`src/rtl/regfile24_pkg.sv`:
```
package regfile24_pkg;
    typedef enum logic [4:0] {
        RID_A   = 5'd0,  RID_F   = 5'd1,  RID_B   = 5'd2,  RID_C   = 5'd3,
        RID_D   = 5'd4,  RID_E   = 5'd5,  RID_H   = 5'd6,  RID_L   = 5'd7,
        RID_IXH = 5'd8,  RID_IXL = 5'd9,  RID_IYH = 5'd10, RID_IYL = 5'd11,
        RID_I   = 5'd12, RID_R   = 5'd13, RID_MB  = 5'd14,
        RID_BC  = 5'd16, RID_DE  = 5'd17, RID_HL  = 5'd18, RID_IX  = 5'd19,
        RID_IY  = 5'd20, RID_PC  = 5'd21, RID_SPL = 5'd22, RID_SPS = 5'd23
    } reg_id_e;

    typedef enum logic {
        BANK_MAIN = 1'b0,
        BANK_ALT  = 1'b1
    } bank_e;

    typedef enum logic [1:0] {
        FLG_ADL  = 2'd0,
        FLG_MADL = 2'd1,
        FLG_IEF1 = 2'd2,
        FLG_IEF2 = 2'd3
    } flag_id_e;

    localparam int NUM_BANKS = 2;
    localparam int NUM_PAIRS = 3;
    localparam int NUM_INDEX = 2;
endpackage

```
`src/rtl/regfile24_bank_fsm.sv`:
```
module regfile24_bank_fsm
    import regfile24_pkg::*;
(
    input  logic  clk,
    input  logic  rst_n,
    input  logic  swap,
    output bank_e live
);
    bank_e state_q;
    bank_e state_d;

    always_ff @(posedge clk or negedge rst_n) begin
        if (!rst_n) begin
            state_q <= BANK_MAIN;
        end else begin
            state_q <= state_d;
        end
    end

    always_comb begin
        unique case (state_q)
            BANK_MAIN: state_d = swap ? BANK_ALT  : BANK_MAIN;
            BANK_ALT:  state_d = swap ? BANK_MAIN : BANK_ALT;
        endcase
    end

    assign live = state_q;
endmodule

```
`src/rtl/regfile24_work.sv`:
```
module regfile24_work
    import regfile24_pkg::*;
#(
    parameter int BYTE_W = 8,
    localparam int WIDE_W = 3 * BYTE_W
) (
    input  logic              clk,
    input  logic              rst_n,
    input  logic              we,
    input  logic [4:0]        sel,
    input  logic [WIDE_W-1:0] wdata,
    input  logic              ex_af,
    input  logic              exx,
    input  logic [4:0]        rsel,
    output logic [WIDE_W-1:0] rval,
    output bank_e             af_live,
    output bank_e             gp_live,
    output logic [WIDE_W-1:0] bc_live
);
    logic [NUM_BANKS-1:0][BYTE_W-1:0]                a_all;
    logic [NUM_BANKS-1:0][BYTE_W-1:0]                f_all;
    logic [NUM_BANKS-1:0][NUM_PAIRS-1:0][WIDE_W-1:0] pr_all;

    regfile24_bank_fsm u_af_fsm (.clk(clk), .rst_n(rst_n), .swap(ex_af), .live(af_live));
    regfile24_bank_fsm u_gp_fsm (.clk(clk), .rst_n(rst_n), .swap(exx),   .live(gp_live));

    for (genvar b = 0; b < NUM_BANKS; b++) begin : g_bank
        logic [BYTE_W-1:0] a_q;
        logic [BYTE_W-1:0] f_q;
        logic af_sel;
        logic gp_sel;
        assign af_sel = we && (af_live == bank_e'(b));
        assign gp_sel = we && (gp_live == bank_e'(b));

        // working registers carry no reset on purpose
        always_ff @(posedge clk) begin
            if (af_sel && sel == RID_A) a_q <= wdata[BYTE_W-1:0];
            if (af_sel && sel == RID_F) f_q <= wdata[BYTE_W-1:0];
        end
        assign a_all[b] = a_q;
        assign f_all[b] = f_q;

        for (genvar p = 0; p < NUM_PAIRS; p++) begin : g_pair
            localparam logic [4:0] ID_HI   = 5'(RID_B) + 5'(2 * p);
            localparam logic [4:0] ID_LO   = 5'(RID_C) + 5'(2 * p);
            localparam logic [4:0] ID_WIDE = 5'(RID_BC) + 5'(p);
            logic [WIDE_W-1:0] pr_q;
            always_ff @(posedge clk) begin
                if (gp_sel) begin
                    if (sel == ID_WIDE) begin
                        pr_q <= wdata;
                    end else if (sel == ID_HI) begin
                        pr_q <= {pr_q[WIDE_W-1:2*BYTE_W], wdata[BYTE_W-1:0], pr_q[BYTE_W-1:0]};
                    end else if (sel == ID_LO) begin
                        pr_q <= {pr_q[WIDE_W-1:BYTE_W], wdata[BYTE_W-1:0]};
                    end
                end
            end
            assign pr_all[b][p] = pr_q;
        end
    end

    logic [BYTE_W-1:0]                a_act;
    logic [BYTE_W-1:0]                f_act;
    logic [NUM_PAIRS-1:0][WIDE_W-1:0] pr_act;
    assign a_act   = a_all[af_live];
    assign f_act   = f_all[af_live];
    assign pr_act  = pr_all[gp_live];
    assign bc_live = pr_act[0];

    always_comb begin
        rval = '0;
        if (rsel == RID_A) rval = WIDE_W'(a_act);
        if (rsel == RID_F) rval = WIDE_W'(f_act);
        for (int p = 0; p < NUM_PAIRS; p++) begin
            if (rsel == 5'(RID_B) + 5'(2 * p))  rval = WIDE_W'(pr_act[p][2*BYTE_W-1:BYTE_W]);
            if (rsel == 5'(RID_C) + 5'(2 * p))  rval = WIDE_W'(pr_act[p][BYTE_W-1:0]);
            if (rsel == 5'(RID_BC) + 5'(p))     rval = pr_act[p];
        end
    end
endmodule

```
`src/rtl/regfile24_ctrl.sv`:
```
module regfile24_ctrl
    import regfile24_pkg::*;
#(
    parameter int BYTE_W = 8,
    localparam int WIDE_W = 3 * BYTE_W,
    localparam int SPS_W  = 2 * BYTE_W
) (
    input  logic              clk,
    input  logic              rst_n,
    input  logic              we,
    input  logic [4:0]        sel,
    input  logic [WIDE_W-1:0] wdata,
    input  logic              flag_we,
    input  logic [1:0]        flag_sel,
    input  logic              flag_val,
    input  logic [4:0]        rsel,
    output logic [WIDE_W-1:0] rval,
    output logic [3:0]        flags,
    output logic [BYTE_W-1:0] mbase,
    output logic [WIDE_W-1:0] pc
);
    logic [NUM_INDEX-1:0][WIDE_W-1:0] idx_all;
    logic [BYTE_W-1:0] i_q, r_q, mb_q;
    logic [WIDE_W-1:0] pc_q, spl_q;
    logic [SPS_W-1:0]  sps_q;
    logic [3:0]        flg_q;

    for (genvar k = 0; k < NUM_INDEX; k++) begin : g_index
        localparam logic [4:0] ID_HI   = 5'(RID_IXH) + 5'(2 * k);
        localparam logic [4:0] ID_LO   = 5'(RID_IXL) + 5'(2 * k);
        localparam logic [4:0] ID_WIDE = 5'(RID_IX) + 5'(k);
        logic [WIDE_W-1:0] ix_q;
        always_ff @(posedge clk or negedge rst_n) begin
            if (!rst_n) begin
                ix_q <= '0;
            end else if (we) begin
                if (sel == ID_WIDE) begin
                    ix_q <= wdata;
                end else if (sel == ID_HI) begin
                    ix_q <= {ix_q[WIDE_W-1:2*BYTE_W], wdata[BYTE_W-1:0], ix_q[BYTE_W-1:0]};
                end else if (sel == ID_LO) begin
                    ix_q <= {ix_q[WIDE_W-1:BYTE_W], wdata[BYTE_W-1:0]};
                end
            end
        end
        assign idx_all[k] = ix_q;
    end

    always_ff @(posedge clk or negedge rst_n) begin
        if (!rst_n) begin
            i_q   <= '0;
            r_q   <= '0;
            mb_q  <= '0;
            pc_q  <= '0;
            spl_q <= '0;
            sps_q <= '0;
            flg_q <= '0;
        end else begin
            if (we) begin
                case (sel)
                    RID_I:   i_q   <= wdata[BYTE_W-1:0];
                    RID_R:   r_q   <= wdata[BYTE_W-1:0];
                    RID_MB:  if (flg_q[FLG_ADL]) mb_q <= wdata[BYTE_W-1:0];
                    RID_PC:  pc_q  <= wdata;
                    RID_SPL: spl_q <= wdata;
                    RID_SPS: sps_q <= wdata[SPS_W-1:0];
                    default: ;
                endcase
            end
            if (flag_we) flg_q[flag_sel] <= flag_val;
        end
    end

    always_comb begin
        rval = '0;
        case (sel_e(rsel))
            RID_I:   rval = WIDE_W'(i_q);
            RID_R:   rval = WIDE_W'(r_q);
            RID_MB:  rval = WIDE_W'(mb_q);
            RID_PC:  rval = pc_q;
            RID_SPL: rval = spl_q;
            RID_SPS: rval = WIDE_W'(sps_q);
            default: ;
        endcase
        for (int k = 0; k < NUM_INDEX; k++) begin
            if (rsel == 5'(RID_IXH) + 5'(2 * k)) rval = WIDE_W'(idx_all[k][2*BYTE_W-1:BYTE_W]);
            if (rsel == 5'(RID_IXL) + 5'(2 * k)) rval = WIDE_W'(idx_all[k][BYTE_W-1:0]);
            if (rsel == 5'(RID_IX) + 5'(k))      rval = idx_all[k];
        end
    end

    function automatic reg_id_e sel_e(input logic [4:0] v);
        return reg_id_e'(v);
    endfunction

    assign flags = flg_q;
    assign mbase = mb_q;
    assign pc    = pc_q;
endmodule

```
`src/rtl/regfile24.sv`:
```
module regfile24
    import regfile24_pkg::*;
#(
    parameter int BYTE_W = 8
) (
    input  logic                  clk,
    input  logic                  rst_n,
    input  logic                  wr_en,
    input  logic [4:0]            wr_sel,
    input  logic [3*BYTE_W-1:0]   wr_data,
    input  logic                  ex_af,
    input  logic                  exx,
    input  logic                  flag_we,
    input  logic [1:0]            flag_sel,
    input  logic                  flag_val,
    input  logic [4:0]            rd_sel,
    output logic [3*BYTE_W-1:0]   rd_data,
    output logic                  adl,
    output logic                  madl,
    output logic                  ief1,
    output logic                  ief2
);
    localparam int WIDE_W = 3 * BYTE_W;

    logic [WIDE_W-1:0] work_rval;
    logic [WIDE_W-1:0] ctrl_rval;
    logic [WIDE_W-1:0] bc_live;
    logic [WIDE_W-1:0] pc_q;
    logic [BYTE_W-1:0] mbase_q;
    logic [3:0]        flags;
    bank_e             af_live;
    bank_e             gp_live;

    regfile24_work #(.BYTE_W(BYTE_W)) u_work (
        .clk(clk), .rst_n(rst_n), .we(wr_en), .sel(wr_sel), .wdata(wr_data),
        .ex_af(ex_af), .exx(exx), .rsel(rd_sel), .rval(work_rval),
        .af_live(af_live), .gp_live(gp_live), .bc_live(bc_live)
    );

    regfile24_ctrl #(.BYTE_W(BYTE_W)) u_ctrl (
        .clk(clk), .rst_n(rst_n), .we(wr_en), .sel(wr_sel), .wdata(wr_data),
        .flag_we(flag_we), .flag_sel(flag_sel), .flag_val(flag_val),
        .rsel(rd_sel), .rval(ctrl_rval), .flags(flags), .mbase(mbase_q), .pc(pc_q)
    );

    // each code belongs to exactly one side; the other side returns zero
    assign rd_data = work_rval | ctrl_rval;
    assign adl  = flags[FLG_ADL];
    assign madl = flags[FLG_MADL];
    assign ief1 = flags[FLG_IEF1];
    assign ief2 = flags[FLG_IEF2];
endmodule

```
`config.mk`:
```
export PLATFORM = sky130hd
export DESIGN_NAME = regfile24
export DESIGN_NICKNAME = d
export VERILOG_FILES = /design/src/rtl/regfile24_pkg.sv /design/src/rtl/regfile24_bank_fsm.sv /design/src/rtl/regfile24_work.sv /design/src/rtl/regfile24_ctrl.sv /design/src/rtl/regfile24.sv
export SDC_FILE = /design/constraint.sdc
export NUM_CORES = 1
export LEC_CHECK = 0
export BUFFER_PORTS_ARGS = -buffer_cell sky130_fd_sc_hd__buf_2
export CORE_MARGIN = 2
export CORE_UTILIZATION = 38
export CTS_CLUSTER_DIAMETER = 40
export DETAILED_ROUTE_END_ITERATION = 7
export GPL_ROUTABILITY_DRIVEN = 0
export PLACE_DENSITY = 0.51
export SETUP_SLACK_MARGIN = 0.1
export SYNTH_ARGS = -nofsm -noshare
export SYNTH_HDL_FRONTEND = slang
export SYNTH_SLANG_ARGS = --single-unit
```
`constraint.sdc`:
```
create_clock -name clk -period 6.4 [get_ports clk]
set_input_delay 1.28 -clock clk [delete_from_list [all_inputs] [get_ports clk]]
set_output_delay 1.28 -clock clk [all_outputs]
set_load 0.005 [all_outputs]
```
* Word-level counts from Yosys, hierarchy flattened
Index checks and enable logic that the tools add are counted.
Operators by class: eq/ne operators 49, magnitude comparators 4, multiply operators 0, bitwise operators 3, add/sub/neg operators 0, reductions and logical operators 51, shifts and indexed selects 0, div/mod/pow operators 0, muxes and demuxes 48
Operator list (number):
- $mux 24 | 23
- $mux 72 | 2
- $pmux 24 s6 | 1
- $mux 8 | 13
- $eq 5x5->1 const B | 16
- $eq 5x4->1 const B | 14
- $reduce_and 2->1 | 21
- $eq 5x3->1 const B | 8
- $reduce_and 3->1 | 9
- $or 24x24->24 | 1
- $eq 5x2->1 const B | 4
- $reduce_bool 2->1 | 10
- $eq 5x1->1 const B | 2
- $logic_not 5->1 | 2
- $ne 2x1->1 const B | 5
- $logic_and 1x1->1 | 9
- $mux 1 | 5
- $bwmux 4 | 1
- $lt 1x2->1 const B | 2
- $pmux 1 s2 | 2
- $lt 2x3->1 const B | 1
- $demux 1 s2 | 1
- $ge 2x1->1 const B | 1
- $not 1->1 | 2
Storage, ports and cells: flip-flop bits (word level) 318, output and inout port bits 28, memories kept 0, input bits 43, logic and storage cells 192, bits in writable memories 0, bits in latches 0, bits in read-only memories 0

* Logic depth before layout (Yosys ltp)
Gate-level depths: netlist (run 1).
depth in word-level cells 14, gate-level depth with buffers 8, gate-level depth less buffers 5

* Hierarchy
A second synthesis (run 1) with hierarchy kept.
Second synthesis, totals: cells, all modules 1138, area, all modules 14984.4 µm²
Modules (own cells, without submodules):
- regfile24_work | seq. area each 5285.1 µm², times used 1, area an instance 8051.5 µm², cells an instance 570
- regfile24_ctrl | seq. area each 3503.4 µm², times used 1, area an instance 6715.2 µm², cells an instance 540
- regfile24 | seq. area each 0.0 µm², times used 1, area an instance 150.1 µm², cells an instance 24
- regfile24_bank_fsm | seq. area each 25.0 µm², times used 2, area an instance 33.8 µm², cells an instance 2

* Least setup slack after synthesis (run 1)
Ideal clock, no wire load.
kind in2out, from input rd_sel[2], to output rd_data[1], data required time 5.120 ns, slack 2.438 ns, arrival 2.682 ns, cell stages on the path 8, path buffers 3, cells stage by stage buf_4 -> or2_2 -> buf_4 -> a21oi_4 -> buf_6 -> a221oi_2 -> a2111oi_4 -> o211ai_1
Between the ends: word-level cells in the longest chain between the ends 13, elaborated cells between the ends (all ways) 42, classes of those cells eq/ne (22); mux (18); bitwise (1); reduce/logical (1)
RTL lines:
- from (decl) | RTL line regfile24.sv:16 | input logic [4:0] rd_sel,
- $logic_not 5->1 | RTL line regfile24_work.sv:73 | if (rsel == RID_A) rval = WIDE_W'(a_act);
- $mux 8 | RTL line regfile24_work.sv:73
- $mux 8 | RTL line regfile24_work.sv:74 | if (rsel == RID_F) rval = WIDE_W'(f_act);
- $mux 8 | RTL line regfile24_work.sv:76 | if (rsel == 5'(RID_B) + 5'(2 * p)) rval = WIDE_W'(pr_act[p][2*BYTE_W-1:BYTE_W]);
- $mux 8 | RTL line regfile24_work.sv:77 | if (rsel == 5'(RID_C) + 5'(2 * p)) rval = WIDE_W'(pr_act[p][BYTE_W-1:0]);
- $mux 24 | RTL line regfile24_work.sv:78 | if (rsel == 5'(RID_BC) + 5'(p)) rval = pr_act[p];
- $mux 24 | RTL line regfile24_work.sv:76
- $mux 24 | RTL line regfile24_work.sv:77
- $mux 24 | RTL line regfile24_work.sv:78
- $mux 24 | RTL line regfile24_work.sv:76
- $mux 24 | RTL line regfile24_work.sv:77
- $mux 24 | RTL line regfile24_work.sv:78
- $or 24x24->24 * | RTL line regfile24.sv:47 | assign rd_data = work_rval | ctrl_rval;
- to (decl) | RTL line regfile24.sv:17 | output logic [3*BYTE_W-1:0] rd_data,
Every way passes the cells marked *; elsewhere a longest branch is shown, timed or not.

* Worst setup path after layout (run 1)
from input rd_sel[1], to output rd_data[1]
The elaborated chain is that of the path after synthesis.

==> results.md, run 1 <==
* Post-DR vias/cell at 5.87
* Crit path max fanout at 35
* Setup crit start kind: primary input
* DRC errors left at 0
* Post-synth EDFFs at 176
* Clk_lat worst skew at 0.56 ns
* Global-route track usage on met1 at 33.8%
* Clock Skew at 0.0106 ns
* Hold Vio Cnt, Final at 0
* Syn Inst Count at 1,157
* RSZ-0062 raised after global routing: no
* Total gr overflow at 0
* H-tree depth at 2
* Final Setup Violations at 0
* Cts-stage hold buffer count at 0
* Arrival @ worst endpoint at 3.84 ns
* P per Cell Area at 353 mW/mm²
* Setup crit start: rd_sel[1]
* Area Growth Syn to Fin at 16.1%
* Worst vdd ir at 0.268 mV
* Dominant synthesized flop cell: edfxtp_1
* DIE HEIGHT at 202 µm
* Total CTS buffers at 45
* Vias at 10.4k
* Core area at 0.0386 mm²
* Routed Antenna Nets at 0
* Share of cells above drive strength 1 at 24.8%
* Die area at 0.0408 mm²
* Per-cell routed wire length at 26.3 µm
* Met2 Use GR at 33.8%
* Final Critical Period at 5.12 ns
* Share of the synthesized area in the top cell type at 35.5%
* Die width at 202 µm
* Post-CTS Setup Bufs at 0
* CP Capture Type: output port
* First-pass GRT wire length at 68,300 µm
* Status: finished, final reports clean
* Num Clock Sinks at 318
* Post-DP HPWL at 31,600 µm
* F_max at 195 MHz
* Worst Path Required at 5.12 ns
* Crit Path Category: primary input to output port
* Reg2Reg Setup Slack at 3.59 ns
* Net Count, Synth at 1,200
* CTS clk-pin slew, worst paths at 0.05 ns
* Ys async rst share at 44.7%
* Max-slew violations at 0
* Root buffer cell: clkbuf_16
* Num rows at 72
* Setup TNS at 0 ns
* 1st-pass router iterations at 6
* Cell mode on critical path: buf_2
* CTS tree: built
* Static leakage at 6.68 nW
* # IOs at 71
* Port Buffers at 70
* Clock Tree Buf Depth at 3
* Total power at 6.11 mW
* Vias in the first global route at 10.2k
* Global Route Usage Sum at 22.9%
* Post-cts sizing count at 0
* Largest area contributor in the netlist: edfxtp_1
* Number of synthesized register bits at 318
* Initial DRC Count at 845
* Maximum Capacitance Violations at 0
* Worst-path cell chain: buf_2 -> or4b_1 -> nor3_1 -> or4_4 -> a2111oi_4 -> o211ai_1 -> buf_2
* Initial antenna violation count at 3
* Synth area leaders: edfxtp_1 (35%), dfrtp_1 (24%), mux2_2 (8.3%)
* Cell at the slowest stage of the critical path: buf_2
* Fill cell count at 3,502
* Initial Utilization at 38.6%
* Nets@finish at 1,254
* Post-synthesis sequential area ratio at 59.3%
* Busiest layer in global routing: met1
* Largest net degree at the start of global routing at 76
* GR Util met3 at 4.32%
* Reg-to-reg critical path startpoint: u_work.u_gp_fsm.live$_DFF_PN0_
* Distinct cell type count after synthesis at 65
* Mapped Area at 0.0149 mm²
* Slew @ Worst Pin at 1.14 ns
* Largest stage delay, worst path at 0.62 ns
* Slew HR at 24.0%
* Avg Inst Size Synth at 12.9 µm²
* Final Cycle Share at 80.0%
* Final wirelength at 46,500 µm
* Hold_sp: u_ctrl.g_index[0].ix_q[4]$_DFFE_PN0P_
* Hold WC Path Type: register to register
* Yosys warns at 0
## worst paths after layout
kind / to / cells past startpoint
max: rd_data[1] / 7
min: u_ctrl.g_index[0].ix_q[4]$_DFFE_PN0P_ / 2
max reg2reg: u_work.g_bank[1].g_pair[0].pr_q[13]$_DFFE_PP_ / 2
min reg2reg: u_ctrl.g_index[0].ix_q[4]$_DFFE_PN0P_ / 2
max in group asynchronous: u_ctrl.spl_q[20]$_DFFE_PN0P_ / 2
min in group asynchronous: u_ctrl.pc[5]$_DFFE_PN0P_ / 1
## routing by layer
layer  vias to the layer above  share of wire (%)
met2                       404                 44
met5                         -                  0
met3                        67                7.1
met1                      5347                 47
met4                         0                2.3
li1                       4558                  -
## state kept, by name (all words and copies together), names as in the netlist
signal,count
u_ctrl.g_index.ix_q,48
u_ctrl.i_q,8
u_work.u_gp_fsm.live,1
u_ctrl.mbase,8
u_ctrl.sps_q,16
u_ctrl.spl_q,24
u_ctrl.pc,24
u_work.g_bank.a_q,16
u_ctrl.flags,4
u_work.g_bank.f_q,16
u_ctrl.r_q,8
u_work.g_bank.g_pair.pr_q,144
u_work.u_af_fsm.live,1
## cells in the mapped netlist, drive strengths merged (3+ instances only)
cell	number
nand2	75
nor2	58
or4	7
mux2	110
and2b	3
dfrtp	142
a222oi	7
a211oi	7
a22oi	28
xor2	3
nand3b	10
a21oi	23
or3b	6
nor3b	6
nor2b	17
nand2b	12
o21ai	23
a2111oi	8
o31ai	7
nand4	7
or3	5
nor3	31
o22ai	30
edfxtp	176
a211o	6
and2	43
or2	7
nand3	35
and3	12
a22o	56
clkbuf	34
mux2i	80
a221oi	17
buf	45
## placed cells by master (no fill, tap or decap), types with 35 or more instances in the layout
cell type  instances
nand2_1           75
clkbuf_16         47
nand3_1           35
and2_1            42
mux2_2           110
edfxtp_1         176
dfrtp_1          141
a22o_1            56
mux2i_1           80
buf_2             69
nor2_1            49
## power by group
part	switching, mW	total, mW	internal (mW)
clock	0.955	2.66	1.70
combinational	0.495	0.876	0.380
sequential	0.210	2.58	2.37
total	1.66	6.11	4.45
## kinds of logic after synthesis
kind of cell    after synthesis  synth area share (%)
xor+xnor                      4                 0.235
buf+inv                      81                  2.71
flops                       318                  59.3
compound gates              220                  11.4
simple gates                342                  12.4
mux                         192                  14.0
## critical path, delay by kind of cell
family                 cells  cell delay [ns]
AND/OR/NAND/NOR            3             1.19
buffers and inverters      2             0.79
AO/OA/AOI/OAI              2             0.56
## area by class of cell
class                      count  area (µm²)  area share [%]
inverter                       2        7.51          0.0434
antenna                        3        7.51          0.0434
clock buffer                  54        1220            7.06
tap                          518         648            3.75
sequential                   318        8840            51.1
multi-input combinational    758        5680            32.8
clock inverter                30         404            2.34
timing repair buffer          86         489            2.83
## per-stage QoR
stage	instance area, µm²	utilization (%)	setup slack [ns]	instances	hold WS, ns
2_1_floorplan	14900	-	2.44	1157	0.441
3_3_place_gp	15700	40.5	1.34	1682	0.464
3_5_place_dp	15700	40.5	1.30	1682	0.473
4_1_cts	17300	44.8	1.29	1766	0.483
5_1_grt	17300	44.8	1.19	1767	0.509
6_report	17300	44.8	1.28	1769	0.481
Note: power is estimated with default switching activity, not from simulation.
==> run 2: changes to the inputs <==
PLACE_DENSITY = 0.53   (was 0.51)
clock period = 4.7 ns   (was 6.4 ns; I/O delays follow)
==> run 2 against run 1 <==
First-iteration DRC count increased by 10%. Sequential power increased by 35%. Clock skew increased by 0.0032 ns. The run now ends with DRC left. Sequential share of layout area decreased by 0.24 points. Total power increased by 37%. Critical endpoint is now rd_data[7]. Worst setup slack got worse by 0.95 ns. Highest routed layer unchanged.
==> results.md, run 2 (synthesized netlist as in run 1, its figures left out) <==
* DRC errors left at 1 (was 0)
* Setup TNS at 0 ns (unchanged)
* Final core occ at 45.0% (was 44.8%)
* P per Cell Area at 483 mW/mm² (was 353 mW/mm²)
* Nets@finish at 1,263 (was 1,254)
* Die width at 202 µm (unchanged)
* Static leakage at 6.73 nW (was 6.68 nW)
* Post-DP HPWL at 32,400 µm (was 31,600 µm)
* Slew HR at 23.2% (was 24.0%)
* DIE HEIGHT at 202 µm (unchanged)
* Final Critical Period at 4.38 ns
* Die area at 0.0408 mm² (unchanged)
* Routed Antenna Nets at 0 (unchanged)
* Failing checks: DRC
* # IOs at 71 (unchanged)
* CTS tree: built (unchanged)
* Initial Utilization at 38.6% (unchanged)
* Crit path max fanout at 17 (was 35)
* F_max at 228 MHz
* Arrival @ worst endpoint at 3.44 ns (was 3.84 ns)
* Fill cell count at 3,489 (was 3,502)
* Initial antenna violation count at 2 (was 3)
* Commonest non-fill, non-tap cell in the layout: edfxtp_1 (unchanged)
* Buf+Inv Stages, Crit Path at 2 (unchanged)
* Port Buffers at 70 (unchanged)
* Per-cell routed wire length at 26.5 µm (was 26.3 µm)
* Maximum Capacitance Violations at 0 (unchanged)
* Crit path max-delay family: multiplexers (was simple AND/OR/NAND/NOR gates)
* Hold Vio Cnt, Final at 0 (unchanged)
* CP Capture Type: output port (unchanged)
* Max-slew violations at 0 (unchanged)
* Cell at the slowest stage of the critical path: mux2i_2 (was buf_2)
* Placed instance count at 1,690 (was 1,682)
* H-tree depth at 2 (unchanged)
* First-pass GRT wire length at 69,500 µm (was 68,300 µm)
* Final Cycle Share at 93.1%
* Initial DRC Count at 930 (was 845)
* Max reg flops at 144 (unchanged)
* Worst Path Required at 3.76 ns (was 5.12 ns)
* Final wirelength at 47,100 µm (was 46,500 µm)
* Final instance area at 0.0174 mm² (was 0.0173 mm²)
* Commonest non-fill, non-tap cells in the layout: edfxtp_1 (176), dfrtp_1 (141), mux2_2 (110) (unchanged)
* Area post-placement at 0.0157 mm² (about the same)
* Area Growth Syn to Fin at 16.6% (was 16.1%)
* 1st-pass router iterations at 8 (was 6)
* RSZ-0062 raised after global routing: no (unchanged)
* Root buffer cell: clkbuf_16 (unchanged)
* Setup crit start kind: register (was primary input)
* Worst-path cell chain: buf_4 -> mux2i_2 -> nor3_1 -> a2111oi_0 -> nand4_1 -> buf_2 (was buf_2 -> or4b_1 -> nor3_1 -> or4_4 -> a2111oi_4 -> o211ai_1 -> buf_2)
* Core area at 0.0386 mm² (unchanged)
* Clock Tree Buf Depth at 3 (unchanged)
* Global Route Usage Sum at 23.1% (was 22.9%)
* Regs by FF count: u_work.g_bank.g_pair.pr_q (144), u_ctrl.g_index.ix_q (48) (unchanged)
* Largest reg by FF count: u_work.g_bank.g_pair.pr_q (unchanged)
* Crit Path Category: register to output port (was primary input to output port)
* Hold WC Path Type: primary input to async pin (was register to register)
* Share of cells above drive strength 1 at 25.0% (was 24.8%)
* Clock Skew at 0.0138 ns (was 0.0106 ns)
* Final Setup Violations at 0 (unchanged)
* Status: finished with violations (was finished, final reports clean)
* Total gr overflow at 0 (unchanged)
* Largest stage delay, worst path at 0.65 ns (was 0.62 ns)
* Post-DR vias/cell at 5.84 (was 5.87)
* CTS clk-pin slew, worst paths at 0.05 ns (about the same)
* Fin cells at 1,778 (was 1,769)
* Clk_lat worst skew at 0.55 ns (was 0.56 ns)
* Largest net degree at the start of global routing at 77 (was 76)
* Total power at 8.39 mW (was 6.11 mW)
* Vias in the first global route at 10.5k (was 10.2k)
* Vias at 10.4k (about the same)
* Num rows at 72 (unchanged)
* Slew @ Worst Pin at 1.15 ns (was 1.14 ns)
* Worst vdd ir at 0.277 mV (was 0.268 mV)
* Total CTS buffers at 46 (was 45)
* Num Clock Sinks at 318 (unchanged)
run 2: cell types whose count changed in the layout (fill, tap and decap cells not counted), sizes merged:
cell      delta
buf          +8
clkinv       +4
clkbuf       +3
clkinvlp     -2
inv          -2
bufinv       -1
diode        -1
run 2: report_power, final:
part	switching, mW	total, mW	internal [mW]
logic	0.726	1.25	0.529
clock network	1.31	3.65	2.34
registers	0.265	3.49	3.22
run 2: timing repair:
action,in CTS,in global routing
endpoints found under the setup margin,0,1
hold buffers,0,0
setup buffers,0,0
resized for setup,0,1
run 2: final cells by class:
cell class | instances | area, µm² | area share, %
sequential | 318 | 8840 | 50.9
clock inverter | 29 | 359 | 2.07
tap | 518 | 648 | 3.73
multi-input combinational | 758 | 5690 | 32.7
antenna | 2 | 5.00 | 0.0288
timing repair buffer | 94 | 549 | 3.16
clock buffer | 57 | 1290 | 7.41
inverter | 2 | 7.51 | 0.0432
run 2: path summary, 6_finish.rpt:
check,endpoint,start,cells after the start,slack (ns)
hold / removal,u_ctrl.flags[1]$_DFFE_PN0P_,rst_n,1,0.44
setup reg to reg,u_work.g_bank[1].g_pair[2].pr_q[11]$_DFFE_PP_,u_work.u_gp_fsm.live$_DFF_PN0_,3,2.15
setup / recovery,rd_data[7],u_work.u_gp_fsm.live$_DFF_PN0_,6,0.32
min in group clk,u_ctrl.g_index[0].ix_q[0]$_DFFE_PN0P_,u_ctrl.g_index[0].ix_q[0]$_DFFE_PN0P_,2,0.50
hold reg to reg,u_ctrl.g_index[0].ix_q[0]$_DFFE_PN0P_,u_ctrl.g_index[0].ix_q[0]$_DFFE_PN0P_,2,0.50
max in group asynchronous,u_ctrl.spl_q[5]$_DFFE_PN0P_,rst_n,2,3.30
run 2: layer usage:
metal	track usage (%)	vias up	wire, µm
met5	0	-	0
met4	8.74	0	1740
met3	6.68	85	4080
met2	33.9	431	20300
met1	32.3	5284	20900
li1	-	4579	-
run 2: through the flow:
stage	worst slack (ns)	hold WS, ns
2_1_floorplan	1.42	0.441
3_3_place_gp	0.647	0.469
3_5_place_dp	0.620	0.482
4_1_cts	0.267	0.471
5_1_grt	0.235	0.488
6_report	0.324	0.438
